### src/rtl/evt_timer_pkg.sv
package evt_timer_pkg;
  typedef enum logic [1:0] {
    SRC_TICK = 2'd0,
    SRC_CMP  = 2'd1,
    SRC_PIN  = 2'd2
  } src_sel_e;

  function automatic src_sel_e decode_src(logic ext, logic route, logic keep);
    if (!ext)        return SRC_TICK;
    else if (!route) return SRC_CMP;
    else if (keep)   return SRC_PIN;
    else             return SRC_CMP; // comparator driven onto pin, read back
  endfunction
endpackage

### src/rtl/evt_src_sync.sv
module evt_src_sync
  import evt_timer_pkg::*;
#(
  parameter int SYNC_STAGES = 2
) (
  input  logic     clk_i,
  input  logic     rst_ni,
  input  logic     tick_i,
  input  src_sel_e src_sel_i,
  input  logic     pin_i,
  input  logic     cmp_i,
  input  logic     fall_i,
  output logic     evt_o
);
  logic                 raw;
  logic [SYNC_STAGES:0] sh_q;
  logic                 cur, prv, edge_hit;

  always_comb raw = (src_sel_i == SRC_PIN) ? pin_i : cmp_i;

  always_ff @(posedge clk_i or negedge rst_ni) begin
    if (!rst_ni)     sh_q <= '0;
    else if (tick_i) sh_q <= {sh_q[SYNC_STAGES-1:0], raw};
  end

  assign cur      = sh_q[SYNC_STAGES-1];
  assign prv      = sh_q[SYNC_STAGES];
  assign edge_hit = fall_i ? (prv & ~cur) : (cur & ~prv);

  always_comb evt_o = tick_i & ((src_sel_i == SRC_TICK) ? 1'b1 : edge_hit);

  // first stage captures the source only on ticks
  p_sample_on_tick_r10: assert property (@(posedge clk_i) disable iff (!rst_ni)
    !tick_i |=> $stable(sh_q));
endmodule

### src/rtl/evt_prescaler.sv
module evt_prescaler #(
  parameter int PS_W  = 3,
  parameter int PRE_W = 1 << PS_W
) (
  input  logic            clk_i,
  input  logic            rst_ni,
  input  logic            clr_i,
  input  logic            to_wdt_i,
  input  logic [PS_W-1:0] ps_i,
  input  logic            tmr_evt_i,
  input  logic            wdt_evt_i,
  output logic            inc_o,
  output logic            wdt_tick_o
);
  logic [PRE_W-1:0] pre_q, mask;
  logic             pre_evt, full;

  for (genvar i = 0; i < PRE_W; i++) begin : g_mask
    assign mask[i] = (i <= int'(ps_i));
  end

  assign pre_evt = to_wdt_i ? wdt_evt_i : tmr_evt_i;
  assign full    = &(pre_q | ~mask);

  always_ff @(posedge clk_i or negedge rst_ni) begin
    if (!rst_ni)      pre_q <= '0;
    else if (clr_i)   pre_q <= '0;
    else if (pre_evt) pre_q <= pre_q + 1'b1;
  end

  assign inc_o      = to_wdt_i ? tmr_evt_i : (tmr_evt_i & full);
  assign wdt_tick_o = to_wdt_i ? (wdt_evt_i & full) : wdt_evt_i;

  p_clear_r11: assert property (@(posedge clk_i) disable iff (!rst_ni)
    clr_i |=> pre_q == '0);
  p_div_only_evt_r8: assert property (@(posedge clk_i) disable iff (!rst_ni)
    (!to_wdt_i && inc_o) |-> tmr_evt_i);
endmodule

### src/rtl/evt_count_reg.sv
module evt_count_reg #(
  parameter int CNT_W      = 8,
  parameter int HOLD_TICKS = 2,
  parameter int HOLD_W     = $clog2(HOLD_TICKS + 1)
) (
  input  logic             clk_i,
  input  logic             rst_ni,
  input  logic             tick_i,
  input  logic             inc_i,
  input  logic             wr_i,
  input  logic [CNT_W-1:0] wr_data_i,
  output logic [CNT_W-1:0] cnt_o,
  output logic             ovf_o
);
  logic [HOLD_W-1:0] hold_q;
  logic              step;

  assign step = inc_i & (hold_q == '0);

  always_ff @(posedge clk_i or negedge rst_ni) begin
    if (!rst_ni) begin
      cnt_o  <= '0;
      hold_q <= '0;
      ovf_o  <= 1'b0;
    end else begin
      ovf_o <= 1'b0;
      if (wr_i) begin
        cnt_o  <= wr_data_i;
        hold_q <= HOLD_W'(HOLD_TICKS);
      end else begin
        if (tick_i && hold_q != '0) hold_q <= hold_q - 1'b1;
        if (step) begin
          cnt_o <= cnt_o + 1'b1;
          ovf_o <= &cnt_o;
        end
      end
    end
  end

  p_load_r2: assert property (@(posedge clk_i) disable iff (!rst_ni)
    wr_i |=> cnt_o == $past(wr_data_i));
  p_hold_r3: assert property (@(posedge clk_i) disable iff (!rst_ni)
    (hold_q != '0 && !wr_i) |=> $stable(cnt_o));
  p_step_r4: assert property (@(posedge clk_i) disable iff (!rst_ni)
    !wr_i |=> (cnt_o == $past(cnt_o)) || (cnt_o == $past(cnt_o) + 1'b1));
  p_wrap_r12: assert property (@(posedge clk_i) disable iff (!rst_ni)
    ovf_o |-> (cnt_o == '0) && ($past(cnt_o) == '1) && !$past(wr_i));
endmodule

### src/rtl/evt_timer.sv
module evt_timer
  import evt_timer_pkg::*;
#(
  parameter int CNT_W       = 8,
  parameter int PS_W        = 3,
  parameter int SYNC_STAGES = 2,
  parameter int HOLD_TICKS  = 2
) (
  input  logic             clk_i,
  input  logic             rst_ni,
  input  logic             cyc_en_i,
  input  logic             pin_i,
  input  logic             cmp_i,
  input  logic             src_ext_i,
  input  logic             edge_fall_i,
  input  logic             pre_wdt_i,
  input  logic [PS_W-1:0]  ps_i,
  input  logic             cmp_route_i,
  input  logic             pin_keep_i,
  input  logic             wr_en_i,
  input  logic [CNT_W-1:0] wr_data_i,
  input  logic             wdt_tick_i,
  output logic [CNT_W-1:0] count_o,
  output logic             ovf_o,
  output logic             wdt_tick_o
);
  localparam int PRE_W = 1 << PS_W;

  src_sel_e src_sel;
  logic     tmr_evt, inc;

  assign src_sel = decode_src(src_ext_i, cmp_route_i, pin_keep_i);

  evt_src_sync #(.SYNC_STAGES(SYNC_STAGES)) u_sync (
    .clk_i, .rst_ni,
    .tick_i   (cyc_en_i),
    .src_sel_i(src_sel),
    .pin_i, .cmp_i,
    .fall_i   (edge_fall_i),
    .evt_o    (tmr_evt)
  );

  evt_prescaler #(.PS_W(PS_W), .PRE_W(PRE_W)) u_pre (
    .clk_i, .rst_ni,
    .clr_i     (wr_en_i),
    .to_wdt_i  (pre_wdt_i),
    .ps_i,
    .tmr_evt_i (tmr_evt),
    .wdt_evt_i (wdt_tick_i),
    .inc_o     (inc),
    .wdt_tick_o
  );

  evt_count_reg #(.CNT_W(CNT_W), .HOLD_TICKS(HOLD_TICKS)) u_cnt (
    .clk_i, .rst_ni,
    .tick_i   (cyc_en_i),
    .inc_i    (inc),
    .wr_i     (wr_en_i),
    .wr_data_i,
    .cnt_o    (count_o),
    .ovf_o
  );
endmodule

### config.mk
export PLATFORM = sky130hd
export DESIGN_NAME = evt_timer
export DESIGN_NICKNAME = d
export VERILOG_FILES = /design/src/rtl/evt_timer_pkg.sv /design/src/rtl/evt_src_sync.sv /design/src/rtl/evt_prescaler.sv /design/src/rtl/evt_count_reg.sv /design/src/rtl/evt_timer.sv
export SDC_FILE = /design/constraint.sdc
export NUM_CORES = 1
export LEC_CHECK = 0
export ABC_AREA = 1
export CAP_MARGIN = 0
export CORE_UTILIZATION = 44
export DETAILED_ROUTE_END_ITERATION = 8
export PLACE_DENSITY = 0.75
export REMOVE_ABC_BUFFERS = 1
export SETUP_SLACK_MARGIN = 0.15
export SLEW_MARGIN = 20
export SYNTH_ARGS = -nofsm -noshare
export SYNTH_HDL_FRONTEND = slang
export SYNTH_HIERARCHICAL = 1
export SYNTH_SLANG_ARGS = --single-unit
export TNS_END_PERCENT = 30
### constraint.sdc
create_clock -name clk_i -period 1.4 [get_ports clk_i]
set_input_delay 0.14 -clock clk_i [delete_from_list [all_inputs] [get_ports clk_i]]
set_output_delay 0.14 -clock clk_i [all_outputs]
set_load 0.1 [all_outputs]
**Yosys cells after proc, flatten, opt, wreduce, memory -nomap -nowiden**

Index checks and enable logic that the tools add are counted.
Widths: inputs -> output; s select.

- Muxes and demuxes: 17
- Magnitude comparators: 7
- Reduce and logical (&&, ||, !) cells: 9
- Equal/unequal tests: 1
- $add $sub $neg: 3
- Bitwise gates (word level): 10

Operators with widths:

| operator | number |
|---|---|
| $mux 8 | 4 |
| $add 8x1->8 const B | 2 |
| $reduce_and 8->1 | 2 |
| $le 3x3->1 const A | 4 |
| $mux 2 | 5 |
| $mux 1 | 8 |
| $not 8->8 | 1 |
| $or 8x8->8 | 1 |
| $reduce_bool 2->1 | 4 |
| $and 1x1->1 | 6 |
| $le 2x3->1 const A | 2 |
| $logic_not 2->1 | 2 |
| $le 1x3->1 const A | 1 |
| $eq 2x2->1 const B | 1 |
| $not 1->1 | 2 |
| $sub 2x1->2 const B | 1 |
| $logic_and 1x1->1 | 1 |

- Register bits: 22
- Logic and storage cells: 52
- Output and inout port bits: 10

**Longest topological paths before layout**

Gate-level depths: netlist (run 1).

- Depth in word-level cells: 11
- Gate-level depth with buffers: 17
- Mapped depth without buffers: 17

**Cells and area by module**

Netlist (run 1), hierarchy kept.

Modules (own cells, without submodules):

| module | instances | cells an instance | area an instance (sq um) |
|---|---|---|---|
| evt_count_reg | 1 | 83 | 646.9 |
| evt_prescaler | 1 | 71 | 525.5 |
| evt_src_sync | 1 | 24 | 177.7 |
| evt_timer | 1 | 4 | 16.3 |

**Least setup slack after synthesis (run 1)**

Ideal clock, no wire load.

- Path kind: flip-flop to output port
- From: register u_pre.pre_q[1]
- To: output port wdt_tick_o
- Data required time: 1260 ps
- Arrival: 2207 ps
- Slack: -947 ps
- Buffers on the path: 0
- Cell stages (with the launch flop): 7
- Path through: dfrtp_1 > nand2_1 > o21ai_0 > nand2_1 > a21oi_1 > nand2_1 > a21oi_1

- Word-level cells in the longest chain between the ends: 4

Ends and longest elaborated chain:

| item | line | RTL |
|---|---|---|
| start, declared | evt_prescaler.sv:15 | `logic [PRE_W-1:0] pre_q, mask;` |
| start signal, assigned | evt_prescaler.sv:28 | `else if (pre_evt) pre_q <= pre_q + 1'b1;` |
| $or 8x8->8 | evt_prescaler.sv:23 | `assign full = &(pre_q \| ~mask);` |
| $reduce_and 8->1 | evt_prescaler.sv:23 |  |
| $and 1x1->1 | evt_prescaler.sv:32 | `assign wdt_tick_o = to_wdt_i ? (wdt_evt_i & full) : wdt_evt_i;` |
| $mux 1 | evt_prescaler.sv:32 |  |
| end, declared | evt_timer.sv:25 | `output logic wdt_tick_o` |

No other way between the ends.

**Final worst setup path (run 1)**

- From: register u_pre.pre_q[2]
- To: output port wdt_tick_o

The elaborated chain is that of the path after synthesis.

==> results_dict.tcl, run 1 <==
set metrics [dict create \
    synthCells 182 \
    slew_headroom_pct 76.0 \
    slowest_stage "dfrtp_1" \
    drt_iter0_drc 48 \
    setup_viol 13 \
    grt_max_degree 23 \
    placed_cell_area_sq_mm 0.00198 \
    r2r_start "u_pre/pre_q[2]$_DFFE_PN0P_" \
    ys_top_cells_by_area "dfrtp_1 (40%), nand2_1 (15%), inv_1 (6.9%), nand3_1 (5.9%), a21oi_1 (3.7%)" \
    worst_slew_pin_slew_ns 0.358 \
    clk_latency_ns 0.32 \
    place.gp.congestion 0.826 \
    cts_max_level 1 \
    slew_violations 0 \
    nFillCells 206 \
    die_area_sq_mm 0.00333 \
    yosys.area.top_type "dfrtp_1" \
    min_period_over_period_pct 123 \
    synth_area_sq_mm 0.00137 \
    worstPathRequired_ns 1.26 \
    crit_buf_inv 2 \
    ys_seq_area_share_pct 40.3 \
    leakage_uw 0.00108 \
    die_height_microns 57.7 \
    finalSetupTns_ns -2.50 \
    cpMostUsedCell "nand2_1" \
    cts_root_buffer "clkbuf_4" \
    final_core_util_pct 76.1 \
    grt_pass1_wl_microns 6070 \
    dr_wl_met3_microns 116 \
    synth_cell_type_count 28 \
    critPathKind "flip-flop to output port" \
    start_util_pct 47.9 \
    wl_met2_microns 2000 \
    path_clk_slew_ns 0.13 \
    hold_path_class "input pin to asynchronous set/reset pin" \
    synth_warnings 6 \
    crit_start "u_pre/pre_q[2]$_DFFE_PN0P_" \
    drc_errors 2 \
    setup_slack_ns -0.321 \
    critPathMaxStageDelay_ns 0.38 \
    routed_wl_microns 3630 \
    vias 1406 \
    grt_overflow 0 \
    num_antenna_cells 0 \
    drv_cap 0 \
    skew_ns 0.00870 \
    wl_per_cell_microns 13.1 \
    violations "design-rule violations, negative setup slack" \
    hpwl_microns 2620 \
    grt_usage_pct 24.2 \
    p_per_area_mw_per_mm2 902 \
    stdcell_count 276 \
    p_total_uw 1960 \
    fmax_mhz 581 \
    vias_per_cell 5.09 \
    layout-drive-gt1-share_pct 33.9 \
    cts_sinks 22 \
    avgSynthCellArea_sq_um 7.51 \
    portBuffers 32 \
    io_pins 33 \
    crit_fanout 2 \
    clockBufferDepth 2 \
    rows 19 \
    crit_path_end_kind "output port" \
    ys_seq_elements 22 \
    coreArea_sq_mm 0.00285 \
    start_kind "flip-flop" \
    met1_length_microns 1430 \
    fp.dieW_microns 57.7 \
    drt.antenna.violating_nets 0 \
    path_cells "nand2_1 -> o21ai_0 -> nand2_1 -> a21oi_2 -> nand2_2 -> buf_4 -> a21oi_4 -> buf_12" \
    hold_viol_final 0 \
    yosys.area.top_type_share_pct 40.3 \
    firstDrtPassIters 6 \
    antenna_found_initial 0 \
    vdd_drop_max_mv 0.989 \
    final_cell_area_sq_mm 0.00217 \
    status "complete, but fails checks" \
    top_layer "met4" \
    critPathArrivalTime_ns 1.58 \
    nNetsFinal 272 \
    area_delta_synth_final_pct 58.9 \
    dp_cells 266 \
    grt_pass1_vias 1456 \
    numCtsBuffers 3 \
    cts_tree "built" \
    crit_family "flip-flops" \
    rsz0062_at_grt "true" \
    min_period_ns 1.72 \
]
metrics by stage:
stage                     setup slack (ns)  hold slack (ns)
after floorplan                     -0.947           -0.156
after global placement              -0.419            0.463
after detailed placement            -0.522            0.465
after CTS                           -0.339            0.144
after global routing                -0.423            0.168
final                               -0.321            0.142
layout make-up:
| class | instances | area [sq um] | area share [%] |
|---|---|---|---|
| Tap cell | 31 | 38.8 | 1.79 |
| Clock buffer | 3 | 22.5 | 1.04 |
| Sequential cell | 22 | 553 | 25.5 |
| Clock inverter | 1 | 30.0 | 1.38 |
| Inverter | 29 | 109 | 5.01 |
| Multi-Input combinational cell | 130 | 771 | 35.5 |
| Timing Repair Buffer | 60 | 647 | 29.8 |
what timing repair did:
item                                    4_1_cts  5_1_grt
buffers inserted                              5        1
resized for setup                            11       23
pin swaps                                     9        4
endpoints found under the setup margin       18       23
hold buffers                                  0        0
worst reg2reg max path: cells and delay by family (launching register included):
family,cells,cell delay (ns)
buffers and inverters,3,0.38
and+or+nand+nor,7,0.52
AOI/OAI and AO/OA,3,0.31
DFF,1,0.38
final timing paths:
kind	to	slack, ns	cells past startpoint
hold / removal	u_pre/pre_q[0]$_DFFE_PN0P_	0.14	2
max in group asynchronous	u_cnt/cnt_o[3]$_DFFE_PN0P_	1.02	2
setup / recovery	wdt_tick_o	-0.32	8
hold reg to reg	u_sync/sh_q[0]$_DFFE_PN0P_	0.49	2
min in group clk_i	u_sync/sh_q[0]$_DFFE_PN0P_	0.34	6
setup reg to reg	u_cnt/cnt_o[3]$_DFFE_PN0P_	-0.30	13
Yosys cell counts (all sizes together):
| cell type | instances |
|---|---|
| ha | 3 |
| buf | 1 |
| inv | 29 |
| xnor2 | 2 |
| dfrtp | 22 |
| a21oi | 10 |
| o21bai | 4 |
| nor2 | 14 |
| nand2 | 60 |
| o21ai | 10 |
| o21a | 1 |
| a2bb2oi | 1 |
| xor2 | 1 |
| nand3b | 2 |
| a31oi | 1 |
| nor3 | 1 |
| nand3 | 17 |
| and2 | 1 |
| o211ai | 2 |
report_power, final:
part           switching [uW]  internal [uW]  leakage, uW
Combinational             421            293     0.000773
Clock                     207            290    0.0000279
Sequential               63.0            685     0.000279
sequential cells by signal, indices dropped and copies added, names as in the netlist:
register and count:
u_cnt/hold_q 2, u_cnt/ovf_o 1, u_pre/pre_q 8, u_sync/sh_q 3
u_cnt/cnt_o 8
metal layers:
layer	up-vias	GRT usage, %
met5	-	0
met4	0	10.2
met3	8	5.80
met2	31	46.0
met1	667	25.3
li1	700	-
layout by cell type (no fill, tap or decap), drive strengths merged:
cell type	instances
a21oi	10
a2bb2oi	1
a31oi	1
and2	1
buf	38
bufinv	1
clkbuf	3
clkdlybuf4s50	20
dfrtp	22
dlymetal6s2s	2
ha	3
inv	29
nand2	60
nand3	17
nand3b	2
nor2	14
nor3	1
o211ai	2
o21a	1
o21ai	10
o21bai	4
xnor2	2
xor2	1
cell families (layout without fill, tap and decap cells):
| group | count (synthesis) | in the layout | synth area share [%] |
|---|---|---|---|
| and+or+nand+nor | 95 | 95 | 33.7 |
| buffers and inverters | 30 | 93 | 8.79 |
| AOI/OAI and AO/OA | 29 | 29 | 12.5 |
| DFF | 22 | 22 | 40.3 |
| adders and majority gates | 3 | 3 | 2.75 |
| xor gates and xnor gates | 3 | 3 | 1.92 |
Note: power is estimated with default switching activity, not from simulation.
==> run 2: changes to the inputs <==
CAP_MARGIN = 10   (was 0)
==> results of run 2 <==
Final layout, timing and power as in run 1 (identical DEF).
